==> src/rtl/ibb_pkg.sv <==
package ibb_pkg;

    typedef enum logic [1:0] {
        ST_IDLE   = 2'd0,
        ST_BUSY   = 2'd1,
        ST_REJECT = 2'd2
    } ibb_state_e;

    typedef enum logic [1:0] {
        SEL_CTRL = 2'd0,
        SEL_DATA = 2'd1,
        SEL_STAT = 2'd2,
        SEL_NONE = 2'd3
    } ibb_sel_e;

    localparam int unsigned IBB_REG_W  = 64;
    localparam int unsigned IBB_BUS_AW = 32;
    localparam int unsigned IBB_BUS_DW = 32;

endpackage

==> src/rtl/ibb_ctrl_fsm.sv <==
module ibb_ctrl_fsm
    import ibb_pkg::*;
(
    input  logic clk,
    input  logic rst_n,
    input  logic start_i,
    input  logic size_ok_i,
    input  logic rsp_ack_i,
    input  logic rsp_err_i,
    output logic busy_o,
    output logic req_o,
    output logic fin_o,
    output logic fin_err_o
);

    ibb_state_e state_q, state_d;

    // state register
    always_ff @(posedge clk or negedge rst_n) begin
        if (!rst_n) state_q <= ST_IDLE;
        else        state_q <= state_d;
    end

    // transitions: issue, refuse, retire, report
    always_comb begin
        state_d = state_q;
        unique case (state_q)
            ST_IDLE: begin
                if (start_i) state_d = size_ok_i ? ST_BUSY : ST_REJECT;
            end
            ST_BUSY: begin
                if (rsp_ack_i || rsp_err_i) state_d = ST_IDLE;
            end
            ST_REJECT: state_d = ST_IDLE;
            default:   state_d = ST_IDLE;
        endcase
    end

    // outputs
    always_comb begin
        busy_o    = 1'b1;
        req_o     = 1'b0;
        fin_o     = 1'b0;
        fin_err_o = 1'b0;
        unique case (state_q)
            ST_IDLE: busy_o = 1'b0;
            ST_BUSY: begin
                req_o     = 1'b1;
                fin_o     = rsp_ack_i || rsp_err_i;
                fin_err_o = rsp_err_i;
            end
            ST_REJECT: begin
                fin_o     = 1'b1;
                fin_err_o = 1'b1;
            end
            default: busy_o = 1'b0;
        endcase
    end

endmodule

==> src/rtl/ibb_lane_map.sv <==
module ibb_lane_map #(
    parameter int unsigned DW   = 32,
    parameter int unsigned SZ_W = 4
) (
    input  logic [SZ_W-1:0] size_i,
    input  logic [DW-1:0]   word_i,
    input  logic [DW-1:0]   lanes_i,
    output logic [DW-1:0]   lanes_o,
    output logic [DW-1:0]   word_o,
    output logic [DW/8-1:0] be_o
);

    localparam int unsigned LANES = DW / 8;

    for (genvar k = 0; k < LANES; k++) begin : g_lane
        localparam logic [SZ_W:0] K_IDX = (SZ_W+1)'(k);
        logic on;
        assign on = {1'b0, size_i} > K_IDX;
        assign be_o[k]                     = on;
        assign lanes_o[8*k +: 8]           = on ? word_i[DW-1-8*k -: 8] : 8'h00;
        assign word_o[DW-1-8*k -: 8]       = on ? lanes_i[8*k +: 8]     : 8'h00;
    end

endmodule

==> src/rtl/ibb_bridge.sv <==
module ibb_bridge
    import ibb_pkg::*;
#(
    parameter int unsigned REG_W    = IBB_REG_W,
    parameter int unsigned AW       = IBB_BUS_AW,
    parameter int unsigned DW       = IBB_BUS_DW,
    parameter int unsigned SZ_W     = 4,
    parameter int unsigned SZ_LSB   = 56,
    parameter int unsigned RNW_BIT  = 48,
    parameter int unsigned RD_LSB   = 26,
    parameter int unsigned DONE_BIT = 0,
    parameter int unsigned ERR_BIT  = 1
) (
    input  logic             clk,
    input  logic             rst_n,
    input  logic             reg_req,
    input  logic             reg_we,
    input  logic [1:0]       reg_sel,
    input  logic [REG_W-1:0] reg_wdata,
    output logic [REG_W-1:0] reg_rdata,
    output logic             bus_req,
    output logic             bus_we,
    output logic [AW-1:0]    bus_addr,
    output logic [DW/8-1:0]  bus_be,
    output logic [DW-1:0]    bus_wdata,
    input  logic [DW-1:0]    bus_rdata,
    input  logic             bus_ack,
    input  logic             bus_err
);

    localparam int unsigned LANES = DW / 8;
    localparam logic [SZ_W-1:0] MAX_SZ = SZ_W'(LANES);
    localparam int unsigned DATA_LSB = REG_W - DW;

    logic [REG_W-1:0] ctrl_q;
    logic [REG_W-1:0] status_q;
    logic [DW-1:0]    data_q;
    logic [AW-1:0]    lat_addr;
    logic             lat_we;
    logic [SZ_W-1:0]  lat_size;
    logic [DW-1:0]    lat_wdata;

    logic             wr_ctrl, wr_data, rd_stat, accept;
    logic [SZ_W-1:0]  cw_size;
    logic             size_ok;
    logic             busy, fin, fin_err;
    logic [DW-1:0]    rd_packed;
    logic [REG_W-1:0] stat_new;

    assign wr_ctrl = reg_req && reg_we  && (reg_sel == SEL_CTRL);
    assign wr_data = reg_req && reg_we  && (reg_sel == SEL_DATA);
    assign rd_stat = reg_req && !reg_we && (reg_sel == SEL_STAT);
    assign accept  = wr_ctrl && !busy;
    assign cw_size = reg_wdata[SZ_LSB +: SZ_W];
    assign size_ok = (cw_size != '0) && (cw_size <= MAX_SZ);

    ibb_ctrl_fsm u_fsm (
        .clk       (clk),
        .rst_n     (rst_n),
        .start_i   (accept),
        .size_ok_i (size_ok),
        .rsp_ack_i (bus_ack),
        .rsp_err_i (bus_err),
        .busy_o    (busy),
        .req_o     (bus_req),
        .fin_o     (fin),
        .fin_err_o (fin_err)
    );

    ibb_lane_map #(.DW(DW), .SZ_W(SZ_W)) u_lanes (
        .size_i  (lat_size),
        .word_i  (lat_wdata),
        .lanes_i (bus_rdata),
        .lanes_o (bus_wdata),
        .word_o  (rd_packed),
        .be_o    (bus_be)
    );

    // transaction payload captured on "issue"/"refuse"
    always_ff @(posedge clk or negedge rst_n) begin
        if (!rst_n) begin
            ctrl_q    <= '0;
            lat_addr  <= '0;
            lat_we    <= 1'b0;
            lat_size  <= '0;
            lat_wdata <= '0;
        end else if (accept) begin
            ctrl_q    <= reg_wdata;
            lat_addr  <= reg_wdata[AW-1:0];
            lat_we    <= !reg_wdata[RNW_BIT];
            lat_size  <= cw_size;
            lat_wdata <= data_q;
        end
    end

    always_ff @(posedge clk or negedge rst_n) begin
        if (!rst_n)       data_q <= '0;
        else if (wr_data) data_q <= reg_wdata[REG_W-1 -: DW];
    end

    always_comb begin
        stat_new           = '0;
        stat_new[DONE_BIT] = 1'b1;
        stat_new[ERR_BIT]  = fin_err;
        if (!fin_err && !lat_we) stat_new[RD_LSB +: DW] = rd_packed;
    end

    // completion wins over clear-on-read
    always_ff @(posedge clk or negedge rst_n) begin
        if (!rst_n)       status_q <= '0;
        else if (fin)     status_q <= stat_new;
        else if (rd_stat) status_q <= '0;
    end

    always_comb begin
        unique case (reg_sel)
            SEL_CTRL: reg_rdata = ctrl_q;
            SEL_DATA: reg_rdata = {data_q, {DATA_LSB{1'b0}}};
            SEL_STAT: reg_rdata = status_q;
            default:  reg_rdata = '0;
        endcase
    end

    assign bus_we   = lat_we;
    assign bus_addr = lat_addr;

endmodule

==> config.mk <==
export PLATFORM = sky130hd
export DESIGN_NAME = ibb_bridge
export DESIGN_NICKNAME = d
export VERILOG_FILES = /design/src/rtl/ibb_pkg.sv /design/src/rtl/ibb_ctrl_fsm.sv /design/src/rtl/ibb_lane_map.sv /design/src/rtl/ibb_bridge.sv
export SDC_FILE = /design/constraint.sdc
export NUM_CORES = 1
export LEC_CHECK = 0
export BUFFER_PORTS_ARGS = -buffer_cell sky130_fd_sc_hd__buf_2
export CAP_MARGIN = 20
export CORE_MARGIN = 2
export CORE_UTILIZATION = 25
export CTS_CLUSTER_SIZE = 40
export DETAILED_ROUTE_END_ITERATION = 6
export PLACE_DENSITY = 0.48
export SETUP_SLACK_MARGIN = 0.3
export SLEW_MARGIN = 10
export SYNTH_ARGS = -nofsm -noshare
export SYNTH_HDL_FRONTEND = slang
export SYNTH_SLANG_ARGS = --single-unit
==> constraint.sdc <==
create_clock -name clk -period 2.31 [get_ports clk]
set_input_delay 0.1155 -clock clk [delete_from_list [all_inputs] [get_ports clk]]
set_output_delay 0.1155 -clock clk [all_outputs]
set_load 0.01 [all_outputs]
==> impl_metrics.py <==
metrics = {
    "status": {
        "status": "finished clean",
    },
    "route": {
        "drc_errors": 0,
        "vias_per_cell": 4.32,
        "drt_iter0_drc": 207,
        "ant_nets": 0,
        "drtPass1Iterations": 4,
        "wl_per_cell_um": 18.3,
        "drt_wl_total_um": 24700,
        "vias": 5822,
    },
    "timing": {
        "finalWorstSetupSlack_ps": 249,
        "rsz0062_at_grt": "yes",
        "slew_violations": 0,
        "fin_setup_tns_ps": 0,
        "hold_viol_final": 0,
        "tightest_slew_ps": 676,
        "timing.fmax_mhz": 485,
        "setup_viol": 0,
        "skew_ps": 11.1,
        "relSlewSlack_pct": 54.9,
        "period_needed_ps": 2060,
        "fin_crit_sh_pct": 89.2,
    },
    "global_route": {
        "grt_pass1_wl_um": 36700,
        "track_usage_pct": 14.5,
        "grt_max_degree": 68,
        "antenna_found_initial": 1,
        "grt_overflow": 0,
        "grt_pass1_vias": 6102,
    },
    "logic_synthesis": {
        "syn_area_mm2": 0.00804,
        "synth_xor_area_share_pct": 0.109,
        "synthDistinctLibCells": 32,
        "yosysTopAreaCellShare_pct": 51.3,
        "synthCells": 604,
        "synthFlopType": "dfrtp_1",
        "yosysMostFrequentCell": "dfrtp_1",
        "synth.area.top_cells": "dfrtp_1, mux2_4, mux2i_1",
        "synthTopCellsByCount": "dfrtp_1, mux2_4, and2_1",
        "ys_async_sr_fraction_pct": 100,
        "synth-seq-cells": 165,
        "ys_warn_count": 0,
        "synth_top_family_by_area": "multiplexers",
        "syn_nets": 712,
        "synth_simple_gate_area_share_pct": 8.08,
        "yosys.area.top_type": "dfrtp_1",
        "synthMuxAreaShare_pct": 27.5,
        "avgSynthCellArea_um2": 13.3,
        "synthAdderAreaFrac_pct": 0.622,
        "synth-compound-area-share_pct": 5.90,
        "synth_edf_count": 0,
        "yosysSeqAreaShare_pct": 51.3,
    },
    "cells_and_area": {
        "fillers": 3091,
        "drive_gt1_share_pct": 48.4,
        "fin_nets": 1041,
        "final_cell_area_mm2": 0.0115,
        "syn_to_final_growth_pct": 42.7,
        "fin_util_pct": 36.3,
    },
    "cts": {
        "clock_path_buffers": 2,
        "root_buffer": "clkbuf_16",
        "clk_latency_ps": 430,
        "htreeDepth": 4,
        "cts_tree": "built",
        "cts.sinks": 165,
        "clkSlewWorstSetupHoldPaths_ps": 80,
        "cts_buffers": 17,
    },
    "worst_setup_path": {
        "path_buf_inv": 3,
        "crit_path_top_delay_cell": "or4b_4",
        "path_max_fanout": 18,
        "crit_type": "reg2reg",
        "slowest_delay_ps": 570,
        "path_cells": "inv_2, ha_4, or4b_4, buf_12, buf_16, mux2_4",
        "critPathLaunchType": "flop",
        "cp-end-kind": "flop",
        "ff2ff_setup_slack_ps": 250,
        "critPathArrivalTime_ps": 2370,
        "cp.required_ps": 2620,
        "critPathTopFamily": "simple AND/OR/NAND/NOR gates",
    },
    "floorplan": {
        "die_w_um": 183,
        "start_util_pct": 25.4,
        "rows": 65,
        "coreArea_mm2": 0.0316,
        "ioPinCount": 238,
        "die_area_mm2": 0.0336,
        "die_y_um": 183,
    },
    "pwr": {
        "p_leak_uw": 0.00590,
        "pwr_density_cell_mw_per_mm2": 1040,
        "vdd_drop_max_uv": 479,
        "finalPower_uw": 11900,
    },
    "placement": {
        "globalplace.congestion": 0.705,
        "dpl_cell_area_mm2": 0.00947,
        "place_ws_ps": 170,
        "dp_hpwl_um": 15900,
        "numPortBuffers": 237,
    },
    "min_path": {
        "hold_class": "in2reg",
    },
    "flow_run": {
        "cap_violations": 0,
    },
}
==> logic make-up after synthesis <==
| group | count (synthesis) |
|---|---|
| AOI/OAI and AO/OA | 67 |
| DFF | 165 |
| and+or+nand+nor | 120 |
| adders and majority gates | 4 |
| muxes | 169 |
| buffers and inverters | 78 |
| xor gates and xnor gates | 1 |
==> through the flow <==
stage          hold slack, ps  instances
2_1_floorplan            -180        604
3_3_place_gp              188       1193
3_5_place_dp              191       1193
4_1_cts                  37.4       1336
5_1_grt                  38.2       1349
6_report                 33.5       1349
==> where the power goes <==
part	total (µW)	internal (µW)	switching [µW]
clock network	2830	1460	1360
registers	4620	3910	709
logic	4460	2590	1870
total	11900	7960	3940
==> path summary, 6_finish.rpt <==
path / depth (start not counted) / to / startpoint
max: 6 / ctrl_q[22]$_DFFE_PN0P_ / u_fsm.state_q[1]$_DFFE_PN0P_
min in group asynchronous: 2 / ctrl_q[27]$_DFFE_PN0P_ / rst_n
min reg2reg: 1 / lat_wdata[28]$_DFFE_PN0P_ / lat_wdata[28]$_DFFE_PN0P_
max in group asynchronous: 3 / status_q[44]$_DFFE_PN0P_ / rst_n
max reg2reg: 6 / ctrl_q[22]$_DFFE_PN0P_ / u_fsm.state_q[1]$_DFFE_PN0P_
min: 3 / status_q[0]$_DFFE_PN0P_ / reg_we
==> layout by cell type, fill, tap and decap left out, types with 2 or more instances in the layout <==
master	instances
nor2b_1	17
clkbuf_16	18
and2_1	42
nor3b_1	2
nor2_1	19
a22o_1	33
nand2_1	27
inv_6	8
dlygate4sd3_1	97
mux2_2	32
mux2i_1	41
inv_8	2
buf_16	7
dfrtp_1	165
nor2_4	3
clkinv_4	2
nand2b_1	2
buf_12	6
inv_1	4
buf_6	3
o21ai_0	26
o21a_1	2
inv_2	2
ha_1	3
buf_4	29
buf_2	236
mux2_4	96
==> timing repair <==
action                     CTS  global route
hold buffers                97             0
setup endpoints to repair  152           139
hold endpoints to repair   190             0
gates cloned                 6             2
pin swaps                    3             5
setup buffers                8             8
resized for setup           20            10
==> sequential cells by signal, indices dropped and copies added (netlist names) <==
name	cells
ctrl_q	64
status_q	34
data_q	32
lat_wdata	32
u_fsm.state_q	2
bus_we	1
==> worst reg2reg max path: stages, from the launching register on <==
cell and delay (ps):
dfrtp_1 400, inv_2 100, ha_4 200, or4b_4 570
buf_12 180, buf_16 160, mux2_4 330
==> final cells by class <==
| type | count | area [µm²] | share of cell area, % |
|---|---|---|---|
| timing repair buffer | 381 | 2760 | 24.1 |
| antenna | 1 | 2.50 | 0.0218 |
| multi-input combinational | 362 | 3480 | 30.4 |
| clock buffer | 18 | 439 | 3.83 |
| sequential | 165 | 4130 | 36.0 |
| inverter | 6 | 22.5 | 0.196 |
| tap | 402 | 503 | 4.38 |
| clock inverter | 14 | 134 | 1.17 |
==> routing by layer <==
layer	track usage (%)	vias up	share of wire [%]
met5	0	-	0
met4	3.36	0	0.77
met3	3.91	9	6.0
met2	24.4	198	48
met1	18.7	2897	45
li1	-	2718	-
Power figures use the tool's default switching activity.
